### config.mk
export PLATFORM = sky130hd
export DESIGN_NAME = pt_walker
export DESIGN_NICKNAME = d
export VERILOG_FILES = /design/src/rtl/pt_walker.sv
export SDC_FILE = /design/constraint.sdc
export NUM_CORES = 1
export LEC_CHECK = 0
export ABC_AREA = 1
export CAP_MARGIN = 20
export CORE_UTILIZATION = 40
export CTS_CLUSTER_DIAMETER = 120
export DETAILED_ROUTE_END_ITERATION = 12
export GPL_ROUTABILITY_DRIVEN = 0
export PLACE_DENSITY = 0.65
export SETUP_SLACK_MARGIN = 0.5
export SLEW_MARGIN = 20
export SYNTH_ARGS = -nofsm -noshare
export SYNTH_HDL_FRONTEND = slang
export SYNTH_SLANG_ARGS = --single-unit
### constraint.sdc
create_clock -name clk -period 2.8 [get_ports clk]
set_input_delay 0.56 -clock clk [delete_from_list [all_inputs] [get_ports clk]]
set_output_delay 0.56 -clock clk [all_outputs]
set_load 0.005 [all_outputs]
### src/rtl/pt_walker.sv
module pt_walker #(
  parameter int AW = 32,
  parameter logic [AW-1:0] A20_OFF_MASK = 32'hFFEF_FFFF
) (
  input  logic          clk,
  input  logic          rst_n,
  input  logic          req_valid,
  output logic          req_ready,
  input  logic [AW-1:0] req_addr,
  input  logic          req_write,
  input  logic          req_user,
  input  logic          ctl_paging,
  input  logic          ctl_wp,
  input  logic          ctl_pse,
  input  logic          ctl_a20,
  input  logic [AW-1:0] ctl_dir_base,
  output logic          mem_valid,
  input  logic          mem_ready,
  output logic          mem_we,
  output logic [AW-1:0] mem_addr,
  output logic [AW-1:0] mem_wdata,
  input  logic          mem_rvalid,
  input  logic [AW-1:0] mem_rdata,
  output logic          done,
  output logic          fault,
  output logic [AW-1:0] res_paddr,
  output logic          res_write,
  output logic [2:0]    fault_code
);
  localparam int B_P  = 0;
  localparam int B_RW = 1;
  localparam int B_US = 2;
  localparam int B_A  = 5;
  localparam int B_D  = 6;
  localparam int B_PS = 7;
  localparam int PG   = 12;
  localparam int IXW  = 10;
  localparam int BIG  = PG + IXW;

  typedef enum logic [2:0] {S_IDLE, S_DRD, S_DWT, S_TRD, S_TWT, S_WB, S_RSP} st_t;

  st_t st;
  logic [AW-1:0] lin, dbase, msk, pde, wb_addr, wb_data, pa;
  logic wr, usr, wp, pse, wb_tbl, rw_ok, flt;
  logic [2:0] code;

  logic [AW-1:0] dir_addr, tbl_addr, ent, upd, page_pa, msk_in;
  logic big, us_e, rw_e, prot_f, chg, perm_w, in_tbl;

  assign msk_in   = ctl_a20 ? '1 : A20_OFF_MASK;
  assign dir_addr = ({dbase[AW-1:PG], {PG{1'b0}}} +
                     {{(AW-IXW-2){1'b0}}, lin[AW-1:BIG], 2'b00}) & msk;
  assign tbl_addr = ({pde[AW-1:PG], {PG{1'b0}}} +
                     {{(AW-IXW-2){1'b0}}, lin[BIG-1:PG], 2'b00}) & msk;

  assign ent    = mem_rdata;
  assign in_tbl = (st == S_TWT);
  assign big    = ent[B_PS] & pse;
  assign us_e   = ent[B_US] & (in_tbl ? pde[B_US] : 1'b1);
  assign rw_e   = ent[B_RW] & (in_tbl ? pde[B_RW] : 1'b1);
  assign prot_f = (usr & ~us_e) | (wr & ~rw_e & (usr | wp));
  assign upd    = ent | (AW'(1) << B_A) | (AW'(wr) << B_D);
  assign chg    = (upd != ent);
  assign perm_w = upd[B_D] & (usr ? rw_e : (~wp | rw_e));
  assign page_pa = (in_tbl ? {ent[AW-1:PG], lin[PG-1:0]}
                           : {ent[AW-1:BIG], lin[BIG-1:0]}) & msk;

  assign req_ready  = (st == S_IDLE);
  assign mem_valid  = (st == S_DRD) || (st == S_TRD) || (st == S_WB);
  assign mem_we     = (st == S_WB);
  assign mem_addr   = (st == S_WB) ? wb_addr : (st == S_TRD) ? tbl_addr : dir_addr;
  assign mem_wdata  = wb_data;
  assign done       = (st == S_RSP) && !flt;
  assign fault      = (st == S_RSP) && flt;
  assign res_paddr  = pa;
  assign res_write  = rw_ok;
  assign fault_code = code;

  always_ff @(posedge clk or negedge rst_n) begin
    if (!rst_n) begin
      st <= S_IDLE;
      lin <= '0; dbase <= '0; msk <= '1; pde <= '0;
      wb_addr <= '0; wb_data <= '0; pa <= '0;
      wr <= 1'b0; usr <= 1'b0; wp <= 1'b0; pse <= 1'b0;
      wb_tbl <= 1'b0; rw_ok <= 1'b0; flt <= 1'b0; code <= '0;
    end else begin
      case (st)
        S_IDLE: if (req_valid) begin
          lin <= req_addr; wr <= req_write; usr <= req_user;
          wp <= ctl_wp; pse <= ctl_pse; dbase <= ctl_dir_base; msk <= msk_in;
          if (ctl_paging) st <= S_DRD;
          else begin
            pa <= req_addr & msk_in; rw_ok <= 1'b1; flt <= 1'b0; st <= S_RSP;
          end
        end
        S_DRD: if (mem_ready) st <= S_DWT;
        S_DWT: if (mem_rvalid) begin
          pde <= ent;
          if (!ent[B_P]) begin
            flt <= 1'b1; code <= {usr, wr, 1'b0}; st <= S_RSP;
          end else if (big) begin
            if (prot_f) begin
              flt <= 1'b1; code <= {usr, wr, 1'b1}; st <= S_RSP;
            end else begin
              flt <= 1'b0; pa <= page_pa; rw_ok <= perm_w;
              wb_addr <= dir_addr; wb_data <= upd; wb_tbl <= 1'b0;
              st <= chg ? S_WB : S_RSP;
            end
          end else if (!ent[B_A]) begin
            wb_addr <= dir_addr; wb_data <= ent | (AW'(1) << B_A);
            wb_tbl <= 1'b1; st <= S_WB;
          end else st <= S_TRD;
        end
        S_TRD: if (mem_ready) st <= S_TWT;
        S_TWT: if (mem_rvalid) begin
          if (!ent[B_P]) begin
            flt <= 1'b1; code <= {usr, wr, 1'b0}; st <= S_RSP;
          end else if (prot_f) begin
            flt <= 1'b1; code <= {usr, wr, 1'b1}; st <= S_RSP;
          end else begin
            flt <= 1'b0; pa <= page_pa; rw_ok <= perm_w;
            wb_addr <= tbl_addr; wb_data <= upd; wb_tbl <= 1'b0;
            st <= chg ? S_WB : S_RSP;
          end
        end
        S_WB: if (mem_ready) st <= wb_tbl ? S_TRD : S_RSP;
        default: st <= S_IDLE;
      endcase
    end
  end
endmodule

==> run summary, run 1 <==
Reg-to-Reg Start: st[0]
Via count: 7650
Max incr delay on CP: 430 ps
Vias in the first global route: 7378
Most frequent cell on the critical path: buf_12
Via-per-instance ratio: 5.003
Routed Antenna Nets: 0
Synth Register Bits: 182
Sequential share of the synthesized area: 52.69%
Worst Path Arrival: 1960 ps
Fin. max-slew vios: 0
Synth top area cells: dfrtp_1 52%, nand2_1 9.3%, o21ai_0 8.3%
Post-layout util: 58.37%
Tot GR Track Use: 24.61%
Setup TNS: 0 ps
Share of cells above drive strength 1: 18.91%
Initial antenna violation count: 1
Global-route wire length before repair: 41190 microns
Die height: 149.0 microns
Synth cell count leaders: 215 x nand2_1, 181 x dfrtp_1, 143 x o21ai_0, 128 x inv_1, 93 x nor2_1
Post-Route WL: 26710 microns
Leak: 5.688 nW
CTS H-tree lvls: 4
Ports: 212
Post-synthesis compound-gate area fraction: 18.94%
Gate Count Post-Synth: 1015
Total gr overflow: 0
Largest family of logic cells by synthesized area: compound AO/OA/AOI/OAI gates
Area grow syn2layout: 42.37%
Post-route clock period utilization: 89.94%
Cell variety after synth: 35
Crit-path cells: nor3_4 -> buf_12 -> buf_12 -> buf_16 -> buf_12 -> nand2_2 -> o211ai_1 -> o21ai_1 -> buf_2
Crit Path Class: flop to output pin
Critical Path Start: st[2]
Inserted Clock Buffers: 17
DRT Pass-1 Iters: 5
Pwr dens: 1178 nW/um^2
Worst Setup End Kind: output pin
Mux contribution to synthesized area: 2.735%
Port-buffer cells: 197
Clk sinks: 182
Max clock buf depth: 2
Peak supply drop: 0.6358 mV
Max Clock Freq: 0.3971 GHz
Wire per inst: 17.47 microns
Hold_buf cts: 0
Post-synthesis average cell area: 8.518 sq um
Root buf cell: clkbuf_16
Skew final: 7.823 ps
Die ar.: 22210 sq um
Largest net degree at the start of global routing: 77
Unrepaired setup endpoints after global routing: yes
Measured slew at the worst slew-check pin: 740.8 ps
Total core area: 21090 sq um
Max-cap viol count: 0
Relative slew margins: 50.62%
Top_reg_cell synth: dfrtp_1
CP startpoint kind: flop
Post-synthesis simple-gate area fraction: 15.99%
Skew-Pair Late Insertion Delay: 430 ps
Final Setup Violations: 0
Total Nets Final: 1347
Hold Vio Cnt, Final: 0
Pwr Total: 14.50 mW
Clock slew at reported path FFs: 70 ps
CP max FO: 5
DR iter-0 viols: 385
XOR/XNOR Fraction of Synth Area: 0%
Post-synth ARST share: 100.0%
Number of remaining DRC errors: 0
Yosys warning count: 0
Hold/Removal Path Class: input pin to asynchronous set/reset pin
Worst EP required: 2240 ps
Post-detail-place hpwl: 16600 microns
Cell at the slowest stage of the critical path: dfrtp_2
Post-synth EDFFs: 0
Synth Area in Adders: 0%
Synth Cell Area: 8646 sq um
Top-count cell post-synth: nand2_1
Status: complete, no violations
Die width: 149.0 microns
CTS tree: done
Post-synth top area share: 52.39%
Largest area contributor in the netlist: dfrtp_1
Crit path time final: 2518 ps
Site Rows: 53
Starting Density: 41.00%
-- state kept, by name, indices dropped and copies added, names as in the netlist, 3 cells and up --
| register | count |
|---|---|
| dbase | 20 |
| res_paddr | 32 |
| st | 3 |
| mem_wdata | 32 |
| lin | 32 |
| fault_code | 3 |
| pde | 22 |
| wb_addr | 30 |
-- cell usage in the layout (no fill, tap or decap), drive strengths merged, types with 2 or more instances in the layout --
cell type / instances
a21oi: 66
clkbuf: 25
nor2: 98
dfrtp: 181
dlygate4sd2: 4
bufinv: 2
nand3: 12
buf: 97
nand4: 2
nor3: 8
nand2: 218
o21ai: 145
mux2: 21
clkdlybuf4s50: 161
inv: 136
or2: 2
conb: 2
o211ai: 31
o221a: 8
o21a: 22
clkinv: 4
-- cells by family (layout without fill, tap and decap cells) --
group                  after synthesis  after routing
and+or+nand+nor                    342            342
AOI/OAI and AO/OA                  275            275
buffers and inverters              194            431
DFF                                182            182
muxes                               21             21
other                                1              3
-- path summary, 6_finish.rpt --
| kind | endpoint | cells after the start | slack, ps |
|---|---|---|---|
| hold / removal | st[2] | 1 | 170 |
| min in group clk | mem_wdata[0] | 1 | 480 |
| max in group asynchronous | dbase[27] | 2 | 1930 |
| hold reg to reg | mem_wdata[0] | 1 | 480 |
| setup reg to reg | res_paddr[23] | 15 | 550 |
| setup / recovery | mem_addr[23] | 9 | 280 |
-- layout make-up --
type | count | area [sq um]
antenna | 1 | 2.502
tap | 275 | 344.1
fill | 1890 | 8778
clock buffer | 22 | 484.2
sequential | 182 | 4558
timing repair buffer | 266 | 2836
inverter | 133 | 509.2
clock inverter | 10 | 117.6
multi-input combinational | 640 | 3457
-- what timing repair did --
| action | 4_1_cts | 5_1_grt |
|---|---|---|
| setup buffers | 24 | 11 |
| endpoints found under the hold margin | 0 | 0 |
| endpoints found under the setup margin | 34 | 108 |
| gates resized for setup | 193 | 33 |
| pin swaps | 7 | 7 |
| cloned | 9 | 2 |
-- power breakdown --
group	switching [mW]	internal, mW	total (mW)
Combinational	3.77	3.59	7.36
Clock	1.06	1.42	2.48
Sequential	0.710	3.94	4.65
-- layer usage --
layer  vias up  routed length [microns]  global-route usage, %
met5         -                        0                      0
met4         0                      534                  7.959
met3        41                     1812                  5.933
met2       240                    12220                  36.70
met1      3638                    12150                  35.06
li1       3731                        -                      -
-- worst max-delay path, delay by kind of cell (launching register included) --
family | cells | cell delay [ps]
AOI/OAI and AO/OA | 2 | 170
buffers and inverters | 5 | 660
DFF | 1 | 430
and+or+nand+nor | 2 | 260
-- per-stage QoR --
step	worst slack, ps	area [sq um]	std cells	hold WS, ps
floorplan	730.3	8650	1016	264.4
global placement	261.2	10970	1450	458.9
detailed placement	252.6	10970	1450	460.3
CTS	260.0	12060	1515	174.1
global route	202.1	12310	1528	205.6
finish	281.7	12310	1529	167.0
No activity file was read; power rests on OpenSTA's default activity.
==> run 2, diff against run 1 <==
- CTS_CLUSTER_SIZE: default -> 20
- SKIP_CTS_REPAIR_TIMING: default -> 1
==> run summary, run 2 (synthesis results as in run 1) <==
Status: complete, no violations
DRT Pass-1 Iters: 5 (unchanged)
Routed Antenna Nets: 0 (unchanged)
CTS H-tree lvls: 4 (unchanged)
Die height: 149.0 microns (unchanged)
CTS tree: done
Final Setup Violations: 0 (unchanged)
Worst EP required: 2240 ps (about the same)
Setup WS post-layout: 137.5 ps (-144.3 ps)
Post-layout util: 57.17% (-1.2 points)
Initial antenna violation count: 1 (unchanged)
Max Clock Freq: 0.3756 GHz (-5.4%)
Die ar.: 22210 sq um (unchanged)
Largest net degree at the start of global routing: 77 (unchanged)
Number of remaining DRC errors: 0 (unchanged)
Peak supply drop: 0.6213 mV (-2.3%)
Area of the multi-input gates: 3337 sq um (-3.5%)
Post-Place Cell Area: 10970 sq um (unchanged)
Leak: 5.643 nW (-0.79%)
Clk sinks: 182 (unchanged)
Crit Path Class: flop to output pin
Fillers: 1933 (+2.3%)
Root buf cell: clkbuf_16
Total Nets Final: 1350 (+0.22%)
Measured slew at the worst slew-check pin: 727.8 ps (-13.00 ps)
Setup TNS: 0 ps (unchanged)
Hold/Removal Path Class: input pin to asynchronous set/reset pin
CP max FO: 6 (+1)
Total gr overflow: 0 (unchanged)
Max-cap viol count: 0 (unchanged)
Final Cell Area: 12060 sq um (-2.1%)
Total core area: 21090 sq um (unchanged)
DR iter-0 viols: 504 (+31%)
Post-route clock period utilization: 95.09% (+5.2 points)
Crit path time final: 2663 ps (+144.3 ps)
Worst Path Arrival: 2100 ps (+140 ps)
Relative slew margins: 51.48% (+0.87 points)
Unrepaired setup endpoints after global routing: yes
Skew-Pair Late Insertion Delay: 430 ps (about the same)
Clock slew at reported path FFs: 70 ps (about the same)
Post-detail-place hpwl: 16600 microns (unchanged)
Most frequent cells in the layout: 203 x nand2_1, 178 x dfrtp_1, 162 x clkdlybuf4s50_1
Post-Route WL: 26040 microns (-2.5%)
Vias in the first global route: 6956 (-5.7%)
Max clock buf depth: 2 (unchanged)
Area grow syn2layout: 39.44%
Tot GR Track Use: 22.27% (-2.3 points)
Pwr dens: 1170 nW/um^2 (-0.65%)
Inserted Clock Buffers: 17 (unchanged)
Sequential cell area: 4559 sq um (about the same)
Global-route wire length before repair: 37730 microns (-8.4%)
Wire per inst: 16.99 microns (-2.8%)
Leading cell type in the layout, fill and taps excluded: nand2_1
Via count: 7587 (-0.82%)
Via-per-instance ratio: 4.949 (-1.1%)
Worst Setup End Kind: output pin
Die width: 149.0 microns (unchanged)
Fin. max-slew vios: 0 (unchanged)
CP startpoint kind: flop
Ports: 212 (unchanged)
Site Rows: 53 (unchanged)
Hold Vio Cnt, Final: 0 (unchanged)
Skew final: 8.291 ps (+0.4683 ps)
Setup slack at placement: 252.6 ps (unchanged)
Final Hold Slack: 161.5 ps (-5.508 ps)
Starting Density: 41.00% (unchanged)
Port-buffer cells: 197 (unchanged)
Share of cells above drive strength 1: 17.36% (-1.6 points)
[run 2: final timing paths]
path / startpoint / endpoint / cells after the start / slack, ps
max in group asynchronous: rst_n / dbase[20] / 2 / 1930
hold reg to reg: mem_wdata[0] / mem_wdata[0] / 1 / 470
setup reg to reg: st[1] / wb_addr[23] / 12 / 570
min in group clk: mem_wdata[0] / mem_wdata[0] / 1 / 470
setup / recovery: st[1] / mem_addr[21] / 10 / 140
hold / removal: rst_n / fault_code[0] / 1 / 160
[run 2: power by group]
| group | switching [mW] | internal (mW) | total, mW |
|---|---|---|---|
| registers | 0.709 | 3.95 | 4.65 |
| logic | 3.58 | 3.40 | 6.98 |
| clock network | 1.05 | 1.42 | 2.47 |
| total | 5.34 | 8.77 | 14.1 |
[run 2: per-layer routing]
layer / part of all wire (%) / wire [microns] / track usage (%) / vias to the layer above
li1: - / - / - / 3735
met5: 0 / 0 / 0 / -
met3: 6.7 / 1737 / 6.055 / 31
met2: 45 / 11820 / 33.28 / 207
met1: 46 / 12070 / 31.23 / 3614
met4: 1.6 / 419 / 7.194 / 0
[run 2: per-stage QoR]
step                cells  total power [mW]
global placement     1450             11.13
finish               1533             14.11
CTS                  1482             13.82
floorplan            1016             8.270
global route         1531             15.24
detailed placement   1450             11.27
[run 2: area by class of cell]
cell class | count | share of cell area [%]
flip-flops and latches | 182 | 37.82
multi-input cells | 640 | 27.68
repair buffers | 269 | 22.41
inverters | 133 | 4.203
clock buffers | 22 | 4.017
well taps | 275 | 2.854
clock inverters | 10 | 0.9756
diodes | 2 | 0.04152
[run 2: worst max-delay path: stages (launching register included)]
cell	delay [ps]
dfrtp_2	410
inv_2	60
nor3_4	310
buf_6	190
buf_12	120
buf_8	110
buf_6	100
nand2_2	40
o211ai_1	70
o21ai_1	110
buf_2	140
